<file path="src/rtl/sysreg_pkg.sv">
package sysreg_pkg;
  localparam int DW = 16;
  localparam int AW = 5;
  localparam int NSLOT = 1 << (AW - 1);

  typedef enum logic [3:0] {
    SLOT_MEMERR  = 4'd2,
    SLOT_CACHE   = 4'd3,
    SLOT_MAINT   = 4'd4,
    SLOT_HITMISS = 4'd5,
    SLOT_SIZE    = 4'd8,
    SLOT_SYSID   = 4'd10,
    SLOT_CPUERR  = 4'd11,
    SLOT_UBRK    = 4'd13
  } slot_e;

  localparam logic [NSLOT-1:0] IMPL_SLOTS = 16'h2D3C;

  localparam int CE_SUM = 0;
  localparam int CE_RED = 2;
  localparam int CE_YEL = 3;
  localparam int CE_TMO = 4;
  localparam int CE_NXM = 5;
  localparam int CE_ODD = 6;

  localparam int HM_FORCE_BIT = 3;

  function automatic logic [DW-1:0] lane_mask(input logic is_byte, input logic odd);
    if (!is_byte) return '1;
    return odd ? {{(DW/2){1'b1}}, {(DW/2){1'b0}}} : {{(DW/2){1'b0}}, {(DW/2){1'b1}}};
  endfunction
endpackage

</file>
<file path="src/rtl/sysreg_decode.sv">
module sysreg_decode
  import sysreg_pkg::*;
#(
  parameter logic [NSLOT-1:0] IMPL = IMPL_SLOTS
) (
  input  logic             req_valid,
  input  logic [AW-1:0]    req_addr,
  output logic [NSLOT-1:0] hit,
  output logic             nxm
);
  logic [AW-2:0] slot;
  assign slot = req_addr[AW-1:1];

  for (genvar i = 0; i < NSLOT; i++) begin : g_slot
    if (IMPL[i]) begin : g_impl
      assign hit[i] = req_valid && (slot == i[AW-2:0]);
    end else begin : g_empty
      assign hit[i] = 1'b0;
    end
  end

  assign nxm = req_valid && !(|hit);
endmodule

</file>
<file path="src/rtl/sysreg_cell.sv">
module sysreg_cell #(
  parameter int            W       = 16,
  parameter logic [W-1:0]  RST_VAL = '0,
  parameter logic [W-1:0]  WMASK   = '1,
  parameter bit            W1C     = 1'b0
) (
  input  logic         clk,
  input  logic         rst,
  input  logic         wr_en,
  input  logic [W-1:0] lane_m,
  input  logic [W-1:0] wdata,
  input  logic [W-1:0] set_evt,
  output logic [W-1:0] q
);
  logic [W-1:0] eff;
  logic [W-1:0] upd;

  assign eff = lane_m & WMASK;

  if (W1C) begin : g_w1c
    assign upd = q & ~(wdata & eff);
  end else begin : g_merge
    assign upd = (q & ~eff) | (wdata & eff);
  end

  always_ff @(posedge clk) begin
    if (rst) q <= RST_VAL;
    else     q <= (wr_en ? upd : q) | set_evt;
  end
endmodule

</file>
<file path="src/rtl/sysreg_cpuerr.sv">
module sysreg_cpuerr
  import sysreg_pkg::*;
(
  input  logic          clk,
  input  logic          rst,
  input  logic          rd_en,
  input  logic          wr_en,
  input  logic [DW-1:0] evt,
  output logic [DW-1:0] q,
  output logic [DW-1:0] rd_view
);
  always_comb begin
    rd_view = q;
    if (rd_view[CE_YEL]) begin
      rd_view[CE_YEL] = 1'b0;
      rd_view[CE_RED] = 1'b1;
    end
    if (rd_view[CE_TMO] || rd_view[CE_NXM] || rd_view[CE_ODD])
      rd_view[CE_SUM] = 1'b1;
  end

  always_ff @(posedge clk) begin
    if (rst)        q <= '0;
    else if (wr_en) q <= evt;
    else if (rd_en) q <= rd_view | evt;
    else            q <= q | evt;
  end
endmodule

</file>
<file path="src/rtl/sysreg_bank.sv">
module sysreg_bank
  import sysreg_pkg::*;
#(
  parameter int unsigned MEM_BYTES   = 262144,
  parameter logic [15:0] SYSID_RST   = 16'h1234,
  parameter logic [15:0] MEM_RMASK   = 16'hFFFF,
  parameter logic [15:0] MEM_WMASK   = 16'hFFFF,
  parameter logic [15:0] CCR_RMASK   = 16'h3FFF,
  parameter logic [15:0] CCR_WMASK   = 16'h3FFF,
  parameter logic [15:0] MAINT_RMASK = 16'hFFFF,
  parameter logic [15:0] MAINT_WMASK = 16'h00FF,
  parameter logic [15:0] HM_RMASK    = 16'hFFFF,
  parameter logic [15:0] HM_WMASK    = 16'h00FF,
  parameter logic [15:0] UBRK_RMASK  = 16'h00FF,
  parameter logic [15:0] UBRK_WMASK  = 16'h00FF,
  parameter logic [15:0] CE_RMASK    = 16'h007D
) (
  input  logic        clk,
  input  logic        rst,
  input  logic        req_valid,
  input  logic        req_write,
  input  logic        req_byte,
  input  logic [4:0]  req_addr,
  input  logic [15:0] req_wdata,
  input  logic [15:0] mem_err_evt,
  input  logic        ev_odd,
  input  logic        ev_nxm,
  input  logic        ev_tmo,
  input  logic        ev_yel,
  input  logic        ev_red,
  output logic        rsp_valid,
  output logic        rsp_nxm,
  output logic [15:0] rsp_rdata
);
  localparam logic [DW-1:0] SIZE_VAL = DW'((MEM_BYTES >> 6) - 1);

  logic [NSLOT-1:0] hit;
  logic             nxm_c;
  logic [NSLOT-1:0] wr_hit;
  logic [DW-1:0]    lane_m;
  logic [DW-1:0]    mem_q, ccr_q, maint_q, hm_q, ubrk_q, sysid_q;
  logic [DW-1:0]    cpuerr_q, cpuerr_view, ce_evt;
  logic [DW-1:0]    rdata_c;
  logic             ce_rd;

  sysreg_decode u_dec (
    .req_valid (req_valid),
    .req_addr  (req_addr),
    .hit       (hit),
    .nxm       (nxm_c)
  );

  assign wr_hit = req_write ? hit : '0;
  assign lane_m = lane_mask(req_byte, req_addr[0]);

  sysreg_cell #(.W(DW), .WMASK(MEM_WMASK), .W1C(1'b1)) u_mem (
    .clk(clk), .rst(rst), .wr_en(wr_hit[SLOT_MEMERR]), .lane_m(lane_m),
    .wdata(req_wdata), .set_evt(mem_err_evt), .q(mem_q)
  );

  sysreg_cell #(.W(DW), .WMASK(CCR_WMASK)) u_ccr (
    .clk(clk), .rst(rst), .wr_en(wr_hit[SLOT_CACHE]), .lane_m(lane_m),
    .wdata(req_wdata), .set_evt('0), .q(ccr_q)
  );

  sysreg_cell #(.W(DW), .WMASK(MAINT_WMASK)) u_maint (
    .clk(clk), .rst(rst), .wr_en(wr_hit[SLOT_MAINT]), .lane_m(lane_m),
    .wdata(req_wdata), .set_evt('0), .q(maint_q)
  );

  sysreg_cell #(.W(DW), .WMASK(HM_WMASK)) u_hm (
    .clk(clk), .rst(rst), .wr_en(wr_hit[SLOT_HITMISS]), .lane_m(lane_m),
    .wdata(req_wdata), .set_evt('0), .q(hm_q)
  );

  sysreg_cell #(.W(DW), .WMASK(UBRK_WMASK)) u_ubrk (
    .clk(clk), .rst(rst), .wr_en(wr_hit[SLOT_UBRK]), .lane_m(lane_m),
    .wdata(req_wdata), .set_evt('0), .q(ubrk_q)
  );

  sysreg_cell #(.W(DW), .RST_VAL(SYSID_RST), .WMASK('0)) u_sysid (
    .clk(clk), .rst(rst), .wr_en(wr_hit[SLOT_SYSID]), .lane_m(lane_m),
    .wdata(req_wdata), .set_evt('0), .q(sysid_q)
  );

  always_comb begin
    ce_evt         = '0;
    ce_evt[CE_ODD] = ev_odd;
    ce_evt[CE_NXM] = ev_nxm;
    ce_evt[CE_TMO] = ev_tmo;
    ce_evt[CE_YEL] = ev_yel;
    ce_evt[CE_RED] = ev_red;
  end

  assign ce_rd = hit[SLOT_CPUERR] && !req_write;

  sysreg_cpuerr u_ce (
    .clk     (clk),
    .rst     (rst),
    .rd_en   (ce_rd),
    .wr_en   (wr_hit[SLOT_CPUERR]),
    .evt     (ce_evt),
    .q       (cpuerr_q),
    .rd_view (cpuerr_view)
  );

  always_comb begin
    rdata_c = '0;
    case (req_addr[4:1])
      SLOT_MEMERR:  rdata_c = mem_q & MEM_RMASK;
      SLOT_CACHE:   rdata_c = ccr_q & CCR_RMASK;
      SLOT_MAINT:   rdata_c = maint_q & MAINT_RMASK;
      SLOT_HITMISS: begin
        rdata_c = hm_q & HM_RMASK;
        rdata_c[HM_FORCE_BIT] = 1'b1;
      end
      SLOT_SIZE:    rdata_c = SIZE_VAL;
      SLOT_SYSID:   rdata_c = sysid_q;
      SLOT_CPUERR:  rdata_c = cpuerr_view & CE_RMASK;
      SLOT_UBRK:    rdata_c = ubrk_q & UBRK_RMASK;
      default:      rdata_c = '0;
    endcase
  end

  always_ff @(posedge clk) begin
    if (rst) begin
      rsp_valid <= 1'b0;
      rsp_nxm   <= 1'b0;
      rsp_rdata <= '0;
    end else begin
      rsp_valid <= req_valid;
      rsp_nxm   <= nxm_c;
      rsp_rdata <= (req_valid && !req_write && !nxm_c) ? rdata_c : '0;
    end
  end
endmodule

</file>
<file path="config.mk">
export PLATFORM = sky130hd
export DESIGN_NAME = sysreg_bank
export DESIGN_NICKNAME = d
export VERILOG_FILES = /design/src/rtl/sysreg_pkg.sv /design/src/rtl/sysreg_decode.sv /design/src/rtl/sysreg_cell.sv /design/src/rtl/sysreg_cpuerr.sv /design/src/rtl/sysreg_bank.sv
export SDC_FILE = /design/constraint.sdc
export NUM_CORES = 1
export LEC_CHECK = 0
export BUFFER_PORTS_ARGS = -buffer_cell sky130_fd_sc_hd__buf_2
export CORE_MARGIN = 4
export CORE_UTILIZATION = 25
export CTS_CLUSTER_SIZE = 12
export DETAILED_ROUTE_END_ITERATION = 10
export PLACE_DENSITY = 0.47
export SYNTH_ARGS = -nofsm -noshare
export SYNTH_HDL_FRONTEND = slang
export SYNTH_HIERARCHICAL = 1
export SYNTH_SLANG_ARGS = --single-unit
</file>
<file path="constraint.sdc">
create_clock -name clk -period 1.8 [get_ports clk]
set_input_delay 0.18 -clock clk [delete_from_list [all_inputs] [get_ports clk]]
set_output_delay 0.18 -clock clk [all_outputs]
set_load 0.02 [all_outputs]
</file>
# Word level (Yosys, flattened, before mapping)
# Index checks and enable logic that the tools add are counted.
[word_totals] input_bits=47 elab_cells=66 regBits=114
[op_classes] mux=9 eq_ne=8 bitwise_logic=19 reduce_logical=20
[ops] op="$pmux W16 S8" n=1
[ops] op="$and A16 B16 Y16" n=6
[ops] op="$or A16 B16 Y16" n=5
[ops] op="$mux W16" n=4
[ops] op="$or A16 B7 Y16" n=2
[ops] op="$and A16 B14 Y16" n=1
[ops] op="$and A16 B8 Y16" n=1
[ops] op="$eq A4 B4 Y1 const B" n=4
[ops] op="$not A14 Y16" n=1
[ops] op="$not A16 Y16" n=1
[ops] op="$not A8 Y16" n=1
[ops] op="$mux W14" n=1
[ops] op="$logic_and A1 B1 Y1" n=12
[ops] op="$eq A4 B2 Y1 const B" n=2
[ops] op="$eq A4 B3 Y1 const B" n=2
[ops] op="$reduce_or A8 Y1" n=1
[ops] op="$mux W7" n=1
[ops] op="$reduce_or A2 Y1" n=2
[ops] op="$logic_not A1 Y1" n=3
[ops] op="$logic_or A1 B1 Y1" n=2
[ops] op="$mux W1" n=2
[ops] op="$not A1 Y1" n=1

# Logic depth before layout (Yosys ltp)
# Gate-level depths: netlist (run 1).
[logic_depth] word_depth=9 depth_mapped=8 mapped_depth_nobuf=6

# Hierarchy
# Netlist (run 1), hierarchy kept.
[by_module_without_submodules] module="sysreg_cell at u_hm ..." cells_each=59 seq_area_each_um2=320.3 n_inst=3 area_per_inst_um2=586.8
[by_module_without_submodules] module="sysreg_bank" cells_each=190 seq_area_each_um2=360.3 n_inst=1 area_per_inst_um2=1482.7
[by_module_without_submodules] module="sysreg_cell at u_mem" cells_each=67 seq_area_each_um2=320.3 n_inst=1 area_per_inst_um2=705.7
[by_module_without_submodules] module="sysreg_cpuerr" cells_each=69 seq_area_each_um2=320.3 n_inst=1 area_per_inst_um2=691.9
[by_module_without_submodules] module="sysreg_cell at u_ccr" cells_each=66 seq_area_each_um2=320.3 n_inst=1 area_per_inst_um2=656.9
[by_module_without_submodules] module="sysreg_cell at u_sysid" cells_each=33 seq_area_each_um2=320.3 n_inst=1 area_per_inst_um2=535.5
[by_module_without_submodules] module="sysreg_decode" cells_each=27 seq_area_each_um2=0.0 n_inst=1 area_per_inst_um2=181.4

# Worst setup path after synthesis (run 1)
# Ideal clock, no wire load.
[synth_path] path_type="input to register" from="input port req_addr[0]" to="register u_mem.q[0]" setup_slack_ns=-0.142 arrival_time_ns=1.864 cell_stages=3 path_cell_list="nand2_1 and4b_2 nor3_1"
[synth_via] elab_chain_cells=7
[synth_lines] item="start: declaration" line="sysreg_bank.sv:23" source="input logic [4:0] req_addr,"
[synth_lines] item="$mux W16 (2 in series)" line="sysreg_pkg.sv:30" source="return odd ? {{(DW/2){1'b1}}, {(DW/2){1'b0}}} : {{(DW/2){1'b0}}, {(DW/2){1'b1}}};"
[synth_lines] item="$and A16 B16 Y16" line="sysreg_cell.sv:21" source="assign upd = q & ~(wdata & eff);"
[synth_lines] item="$not A16 Y16" line="sysreg_cell.sv:21"
[synth_lines] item="$and A16 B16 Y16" line="sysreg_cell.sv:21"
[synth_lines] item="$mux W16" line="sysreg_cell.sv:28" source="else q <= (wr_en ? upd : q) | set_evt;"
[synth_lines] item="$or A16 B16 Y16" line="sysreg_cell.sv:28"
[synth_lines] item="end signal: assignment" line="sysreg_cell.sv:28"
[synth_lines] item="end: declaration" line="sysreg_cell.sv:13" source="output logic [W-1:0] q"
# No other way between the ends.
# A chain may end at the register's enable or synchronous reset.

# Final worst setup path (run 1)
[layout_path] from="register u_ce.q[0]" to="register rsp_rdata[0]"
[layout_via] elab_chain_cells=2
[layout_lines] item="start: declaration" line="sysreg_cpuerr.sv:9" source="output logic [DW-1:0] q,"
[layout_lines] item="start signal: assignment" line="sysreg_cpuerr.sv:24" source="else if (wr_en) q <= evt;"
[layout_lines] item="start signal: assignment" line="sysreg_cpuerr.sv:25" source="else if (rd_en) q <= rd_view | evt;"
[layout_lines] item="start signal: assignment" line="sysreg_cpuerr.sv:26" source="else q <= q | evt;"
[layout_lines] item="$mux W1" line="sysreg_cpuerr.sv:18" source="if (rd_view[CE_TMO] || rd_view[CE_NXM] || rd_view[CE_ODD])"
[layout_lines] item="via cpuerr_view[0]" line="sysreg_bank.sv:42" source="logic [DW-1:0] cpuerr_q, cpuerr_view, ce_evt;"
[layout_lines] item="$pmux W16 S8" line="sysreg_bank.sv:109" source="case (req_addr[4:1])"
[layout_lines] item="end signal: assignment" line="sysreg_bank.sv:133" source="rsp_rdata <= (req_valid && !req_write && !nxm_c) ? rdata_c : '0;"
[layout_lines] item="end: declaration" line="sysreg_bank.sv:33" source="output logic [15:0] rsp_rdata"
# The timed path passes the listed nets, and every way through them passes these cells.

==> results.sh, run 1 <==
export IMPL_arrival_ns=1.75
export IMPL_io_pins=65
export IMPL_grt_start_max_net_pins=71
export IMPL_diodes=0
export IMPL_postSynthCellCount=543
export IMPL_die_x_um=152
export IMPL_dp_cells=967
export IMPL_cts_buffer_depth=2
export IMPL_wl_mm=14.1
export IMPL_gp_congestion=0.741
export IMPL_p_leak_nw=2.65
export IMPL_rrSetupSlack_ns=0.29
export IMPL_tritoncts="built"
export IMPL_finalCritPeriodShare=0.837
export IMPL_placed_area_mm2=0.00616
export IMPL_place_ws_ns=0.193
export IMPL_drt_first_iter_violations=222
export IMPL_synthesis_area_mm2=0.00520
export IMPL_grt_pass1_vias=4236
export IMPL_finalHoldViolations=0
export IMPL_grt_total_usage=0.124
export IMPL_cts_root_buf="clkbuf_16"
export IMPL_cts_repair_resized=0
export IMPL_cts_setup_buffers=0
export IMPL_grt_met1_usage=0.173
export IMPL_drc_errors=0
export IMPL_dp_hpwl_mm=9.92
export IMPL_vias_per_cell=4.34
export IMPL_cellPowerDensity_mw_per_mm2=825
export IMPL_tns_ns=0
export IMPL_rows=52
export IMPL_die_h_um=152
export IMPL_core_area_mm2=0.0204
export IMPL_grt_met2_usage=0.195
export IMPL_post_route_min_period_ns=1.51
export IMPL_rsz0062_at_grt="false"
export IMPL_min_delay_start="ev_nxm"
export IMPL_antenna_found_initial=0
export IMPL_critPathKind="reg -> reg"
export IMPL_post_drt_wl_per_cell_um=14.4
export IMPL_ir_worst_vdd_uv=505
export IMPL_drv_cap=0
export IMPL_grt_pass1_wl_mm=23.4
export IMPL_slew_violations=0
export IMPL_nNetsFinal=755
export IMPL_outcome="finished, final reports clean"
export IMPL_cts_htree_levels=3
export IMPL_clock_fmax_ghz=0.663
export IMPL_overflow=0
export IMPL_cts_hold_fix_buffers=0
export IMPL_avgSynthCellArea_um2=9.58
export IMPL_hold_path_class="in -> reg"
export IMPL_setup_violations=0
export IMPL_numCtsBuffers=9
export IMPL_syn2layout_area_growth_pct=24.1
export IMPL_antenna_left=0
export IMPL_clock_latency_ns=0.35
export IMPL_utilization=0.317
export IMPL_gr_max_usage_layer="met2"
export IMPL_grt_use_met3=0.0156
export IMPL_totalPowerFinal_mw=5.33
export IMPL_cp_end_kind="register"
export IMPL_cp_max_fo=2
export IMPL_crit_start="u_ce/q[0]"
export IMPL_drive_above_1_share=0.209
export IMPL_via_count=4262
export IMPL_dr_pass1_iters=4
export IMPL_dieArea_mm2=0.0232
export IMPL_finalWorstSetupSlack_ns=0.293
export IMPL_whs_ns=0.0355
export IMPL_clock_sinks=109
export IMPL_clkTransAtPathRegs_ns=0.08
export IMPL_initial_core_util=0.255
export IMPL_yosys_warnings=6
export IMPL_final_design_area_no_fill_mm2=0.00645
export IMPL_start_kind="register"
export IMPL_fin_skew_ns=0.0122
export IMPL_required_ns=2.04
export IMPL_final_cells=983
export IMPL_portBuffers=64
export IMPL_regToRegStartpoint="u_ce/q[0]"
power breakdown:
part	switching, mW	total (mW)	internal (mW)
Sequential	0.0855	2.64	2.56
Combinational	0.367	0.654	0.287
Clock	0.943	2.03	1.09
Total	1.40	5.33	3.93
state kept, by name, indices dropped and copies added, names as in the netlist:
| register | flops |
|---|---|
| u_ce/q | 6 |
| u_hm/q | 15 |
| rsp_rdata | 16 |
| u_mem/q | 16 |
| rsp_nxm | 1 |
| u_maint/q | 16 |
| u_sysid/q | 16 |
| u_ccr/q | 14 |
| rsp_valid | 1 |
| u_ubrk/q | 8 |
routing by layer:
layer  part of all wire  wire (um)  vias up
met5                  0          0        -
met2               0.45       6360       55
met3              0.023        327       15
met4              0.019        274        0
li1                   -          -     2271
met1               0.51       7150     1921
layout make-up:
type / count / area, um^2
well taps: 270 / 338
inverters: 6 / 22.5
clock inverters: 7 / 71.3
repair buffers: 88 / 551
multi-input cells: 494 / 3060
fillers: 2164 / 13900
flip-flops and latches: 109 / 2180
clock buffers: 9 / 225
path summary, 6_finish.rpt:
check                           cells past startpoint            to
worst max register to register                      5  rsp_rdata[0]
worst min register to register                      1  u_sysid/q[9]
worst min-delay path                                2     u_ce/q[5]
worst max-delay path                                5  rsp_rdata[0]
critical path, cell delays in order, from the launching register on:
cell and delay [ns]:
dfxtp_1 0.31, or4_4 0.53, nand3_1 0.10, o21ai_0 0.17
a22oi_1 0.20, a21oi_1 0.09
cell usage in the layout, fill, tap and decap left out, types with 3 or more instances in the layout:
cell type / n
a21o_1: 7
a211oi_2: 6
a32oi_1: 9
nand2b_1: 4
inv_1: 5
nor2b_1: 14
nand3_1: 10
clkbuf_16: 9
nor3_1: 6
nand2_1: 12
nand4b_1: 4
o21ai_0: 12
conb_1: 108
buf_2: 64
or3_1: 5
and2_1: 7
dfxtp_1: 109
and4b_2: 6
nor2_1: 94
and2b_1: 3
and3_1: 4
and4b_1: 11
a21oi_1: 21
a22oi_1: 17
nor3_2: 10
a311oi_1: 37
buf_4: 20
o21a_1: 4
o21ba_4: 10
nor3b_1: 3
clkinv_2: 3
o22a_1: 8
buf_12: 4
and3b_1: 3
a211oi_1: 31
(Power assumes the default switching activity.)
==> inputs of run 2 (changes only) <==
--- a/config.mk
+++ b/config.mk
@@ -5,12 +5,13 @@
 export SDC_FILE = /design/constraint.sdc
 export NUM_CORES = 1
 export LEC_CHECK = 0
+export ABC_AREA = 1
 export BUFFER_PORTS_ARGS = -buffer_cell sky130_fd_sc_hd__buf_2
 export CORE_MARGIN = 4
 export CORE_UTILIZATION = 25
 export CTS_CLUSTER_SIZE = 12
 export DETAILED_ROUTE_END_ITERATION = 10
-export PLACE_DENSITY = 0.47
+export PLACE_DENSITY = 0.45
 export SYNTH_ARGS = -nofsm -noshare
 export SYNTH_HDL_FRONTEND = slang
 export SYNTH_HIERARCHICAL = 1
==> constraint.sdc (replaced) <==
create_clock -name clk -period 1.4 [get_ports clk]
set_input_delay 0.14 -clock clk [delete_from_list [all_inputs] [get_ports clk]]
set_output_delay 0.14 -clock clk [all_outputs]
set_load 0.02 [all_outputs]
==> results.sh, run 2 <==
export IMPL_wl_mm=15.8
export IMPL_final_design_area_no_fill_mm2=0.00705
export IMPL_grt_total_usage=0.132
export IMPL_whs_ns=0.0133
export IMPL_cp_buffers_inverters=1
export IMPL_rsz0062_at_grt="false"
export IMPL_slowest_delay_ns=0.37
export IMPL_cts_root_buf="clkbuf_16"
export IMPL_comb_power_share=0.133
export IMPL_switchingPower_mw=1.90
export IMPL_post_route_min_period_ns=1.06
export IMPL_cts_setup_buffers=0
export IMPL_hold_path_class="in -> reg"
export IMPL_start_kind="register"
export IMPL_antenna_left=0
export IMPL_tns_ns=0
export IMPL_clock_power_share=0.387
export IMPL_gp_congestion=0.789
export IMPL_yosys_warnings=6
export IMPL_nNetsFinal=1006
export IMPL_drive_above_1_share=0.190
export IMPL_cts_htree_levels=3
export IMPL_p_leak_nw=3.43
export IMPL_utilization=0.322
export IMPL_cts_buffer_depth=2
export IMPL_slew_violations=0
export IMPL_fin_skew_ns=0.00880
export IMPL_crit_path_cell_trace="buf_2"
export IMPL_core_area_mm2=0.0219
export IMPL_grt_start_max_net_pins=37
export IMPL_dp_hpwl_mm=11.3
export IMPL_final_cell_mix="nand2_1, nand3_1, nor2_1"
export IMPL_power_switching_share=0.270
export IMPL_clock_sinks=109
export IMPL_fill_cells=2439
export IMPL_die_h_um=157
export IMPL_drc_errors=0
export IMPL_clkTransAtPathRegs_ns=0.07
export IMPL_overflow=0
export IMPL_clock_fmax_ghz=0.943
export IMPL_cellPowerDensity_mw_per_mm2=1000
export IMPL_cts_repair_resized=0
export IMPL_antenna_found_initial=0
export IMPL_rows=54
export IMPL_die_x_um=157
export IMPL_dieArea_mm2=0.0248
export IMPL_grt_pass1_wl_mm=25.4
export IMPL_critPathKind="reg -> out"
export IMPL_diodes=0
export IMPL_outcome="finished, final reports clean"
export IMPL_ir_worst_vdd_uv=450
export IMPL_finalHoldViolations=0
export IMPL_numCtsBuffers=9
export IMPL_vias_per_cell=4.07
export IMPL_layout_commonest_cell="nand2_1"
export IMPL_post_drt_wl_per_cell_um=12.7
export IMPL_setup_violations=0
export IMPL_finalCritPeriodShare=0.757
export IMPL_avgSynthCellArea_um2=6.85
export IMPL_cp_end_kind="output pin"
export IMPL_io_pins=65
export IMPL_p_int_mw=5.16
export IMPL_synthesis_area_mm2=0.00558
export IMPL_placed_area_mm2=0.00666
export IMPL_required_ns=1.26
export IMPL_drt_first_iter_violations=233
export IMPL_postSynthCellCount=815
export IMPL_arrival_ns=0.92
export IMPL_drv_cap=0
export IMPL_tritoncts="built"
export IMPL_cp_top_family="flip-flops"
export IMPL_cp_max_fo=1
export IMPL_syn2layout_area_growth_pct=26.3
export IMPL_p_seq_frac=0.481
export IMPL_clock_latency_ns=0.36
export IMPL_dr_pass1_iters=4
export IMPL_grt_pass1_vias=4788
export IMPL_slowest_stage="dfxtp_1"
export IMPL_initial_core_util=0.255
export IMPL_portBuffers=64
export IMPL_via_count=5066
==> run 2: power groups by stage <==
stage	registers, mW	logic (mW)	clock network, mW
2_1_floorplan	3.44	0.567	0
3_3_place_gp	3.47	0.927	0
3_5_place_dp	3.47	0.928	0
4_1_cts	3.39	0.947	2.84
5_1_grt	3.42	1.07	2.96
6_report	3.39	0.936	2.73
==> run 2: through the flow <==
step | power, mW | worst slack (ns) | instances
floorplan | 4.01 | 0.242 | 884
global placement | 4.39 | -0.0316 | 1220
detailed placement | 4.39 | -0.000502 | 1220
CTS | 7.18 | 0.312 | 1243
global route | 7.44 | 0.216 | 1244
finish | 7.06 | 0.340 | 1244
==> run 2: cell type report <==
type | instances | area, um^2 | area share
inverters | 124 | 473 | 0.0671
flip-flops and latches | 109 | 2180 | 0.310
clock buffers | 12 | 256 | 0.0364
repair buffers | 106 | 893 | 0.127
multi-input cells | 609 | 2840 | 0.403
clock inverters | 4 | 55.1 | 0.00781
well taps | 280 | 350 | 0.0497
==> run 2: layer usage <==
layer	up-vias	GRT usage	part of all wire
li1	2743	-	-
met1	2237	0.181	0.50
met2	76	0.211	0.45
met3	10	0.0258	0.042
met4	0	0.0381	0.012
met5	-	0	0
==> run 2: path summary, 6_finish.rpt <==
| kind | from | end | slack (ns) | cells past startpoint |
|---|---|---|---|---|
| worst max-delay path | rsp_rdata[1] | rsp_rdata[1] | 0.34 | 1 |
| worst min-delay path | ev_red | u_ce/q[2] | 0.01 | 3 |
| worst max register to register | u_ce/q[3] | rsp_rdata[2] | 0.41 | 6 |
| worst min register to register | u_sysid/q[9] | u_sysid/q[9] | 0.44 | 2 |
==> run 2: what timing repair did <==
item,4_1_cts,5_1_grt
setup endpoints to repair,0,0
hold buffers,7,1
endpoints found under the hold margin,7,1
==> inputs of run 3 (changes only) <==
==> constraint.sdc (replaced) <==
create_clock -name clk -period 1 [get_ports clk]
set_input_delay 0.1 -clock clk [delete_from_list [all_inputs] [get_ports clk]]
set_output_delay 0.1 -clock clk [all_outputs]
set_load 0.02 [all_outputs]
==> results.sh, run 3 (synthesis gave the netlist of run 2 again) <==
export IMPL_outcome="finished, final reports clean"
export IMPL_dp_cells=1250
export IMPL_start_kind="register"
export IMPL_slowest_stage="dfxtp_1"
export IMPL_ir_worst_vdd_uv=604
export IMPL_comb_power_share=0.155
export IMPL_antenna_found_initial=1
export IMPL_fill_cells=2386
export IMPL_via_count=5206
export IMPL_switchingPower_mw=2.71
export IMPL_multiInputGateArea_mm2=0.00297
export IMPL_clock_fmax_ghz=1.04
export IMPL_tightestPinTransition_ns=0.533
export IMPL_arrival_ns=1.19
export IMPL_clock_sinks=109
export IMPL_clkTransAtPathRegs_ns=0.07
export IMPL_drc_errors=0
export IMPL_final_cells=1293
export IMPL_gp_congestion=0.782
export IMPL_io_pins=65
export IMPL_cts_htree_levels=3
export IMPL_cts_buffer_depth=2
export IMPL_dr_pass1_iters=4
export IMPL_post_route_min_period_ns=0.964
export IMPL_dp_hpwl_mm=11.9
export IMPL_dieArea_mm2=0.0248
export IMPL_tritoncts="built"
export IMPL_p_int_mw=7.31
export IMPL_required_ns=1.23
export IMPL_power_switching_share=0.271
export IMPL_whs_ns=0.0342
export IMPL_wl_mm=16.8
export IMPL_slowest_delay_ns=0.33
export IMPL_rows=54
export IMPL_numCtsBuffers=9
export IMPL_grt_start_max_net_pins=29
export IMPL_core_area_mm2=0.0219
export IMPL_ff_latch_area_mm2=0.00219
export IMPL_hold_path_class="in -> reg"
export IMPL_critPathKind="reg -> reg"
export IMPL_finalCritPeriodShare=0.964
export IMPL_clock_latency_ns=0.36
export IMPL_utilization=0.354
export IMPL_vias_per_cell=4.03
export IMPL_p_leak_nw=3.73
export IMPL_nNetsFinal=1056
export IMPL_grt_total_usage=0.135
export IMPL_cts_root_buf="clkbuf_16"
export IMPL_grt_pass1_vias=4907
export IMPL_diodes=0
export IMPL_crit_path_cell_trace="nand3_1 -> nand2_1 -> nor2_1 -> a21oi_1"
export IMPL_portBuffers=64
export IMPL_slew_violations=0
export IMPL_grt_pass1_wl_mm=26.1
export IMPL_drv_cap=0
export IMPL_cp_max_fo=2
export IMPL_initial_core_util=0.255
export IMPL_die_h_um=157
export IMPL_fin_skew_ns=0.00873
export IMPL_slew_headroom=0.645
export IMPL_overflow=0
export IMPL_syn2layout_area_growth_pct=38.9
export IMPL_die_x_um=157
export IMPL_drt_first_iter_violations=289
export IMPL_drive_above_1_share=0.254
export IMPL_rsz0062_at_grt="true"
export IMPL_cp_end_kind="register"
export IMPL_finalHoldViolations=0
export IMPL_antenna_left=0
export IMPL_layout_commonest_cell="nand2_1"
export IMPL_post_drt_wl_per_cell_um=13.0
export IMPL_cellPowerDensity_mw_per_mm2=1290
export IMPL_setup_violations=0
export IMPL_clock_power_share=0.370
export IMPL_final_cell_mix="nand2_1, nand3_1, dfxtp_1"
export IMPL_p_seq_frac=0.474
[run 3: cell types whose count changed in the layout (fill, tap and decap cells not counted), moves of 6 or more]
cell,before,now
nor2_2,4,10
buf_2,64,56
nor2_1,110,102
buf_4,15,46
dlygate4sd3_1,8,22
nand2_2,17,26
nand2_1,183,171
[run 3: timing repair]
item / in CTS / in global routing
pin swaps: 0 / 8
hold buffers: 22 / 0
buffers inserted: 0 / 2
resized for setup: 9 / 48
cloned: 0 / 4
setup endpoints to repair: 12 / 49
endpoints found under the hold margin: 22 / 0
[run 3: final timing paths]
check / start / endpoint / slack (ns) / cells past startpoint
worst min register to register: u_sysid/q[4] / u_sysid/q[4] / 0.44 / 2
worst max-delay path: u_mem/q[4] / rsp_rdata[4] / 0.04 / 4
worst min-delay path: req_wdata[14] / u_mem/q[14] / 0.03 / 4
worst max register to register: u_mem/q[4] / rsp_rdata[4] / 0.04 / 4
[run 3: area by class of cell]
cell class	count	share of cell area
Clock inverter	3	0.00597
Timing Repair Buffer	156	0.188
Clock buffer	12	0.0318
Tap cell	280	0.0452
Inverter	124	0.0633
Sequential cell	109	0.282
Multi-Input combinational cell	609	0.383
[run 3: metal layers]
layer  share of wire  vias up  global-route usage
met5         0.00072        -                   0
met4           0.010        2              0.0328
met3           0.041       15              0.0253
met2            0.44       77               0.212
met1            0.50     2269               0.191
li1                -     2843                   -
[run 3: power by group through the flow]
stage	Sequential (mW)	Combinational, mW	Clock (mW)
2_1_floorplan	4.82	0.803	0
3_3_place_gp	4.85	1.42	0
3_5_place_dp	4.85	1.42	0
4_1_cts	4.75	1.50	3.86
5_1_grt	4.79	1.75	4.00
6_report	4.75	1.55	3.71
[run 3: per-stage QoR]
step	power [mW]	setup TNS, ns	worst slack, ns	instance area, um^2
final	10.0	0	0.0357	7750
after global routing	10.5	-0.272	-0.0521	7750
after CTS	10.1	0	0.0174	7500
after detailed placement	6.28	-23.19	-0.418	6960
after global placement	6.28	-23.32	-0.437	6960
after floorplan	5.63	-0.258	-0.0450	5890
[run 3: critical path: cells and delay by family (launching register included)]
kind	cells	cell delay [ns]
AOI/OAI and AO/OA	1	0.15
DFF	1	0.33
and+or+nand+nor	3	0.36
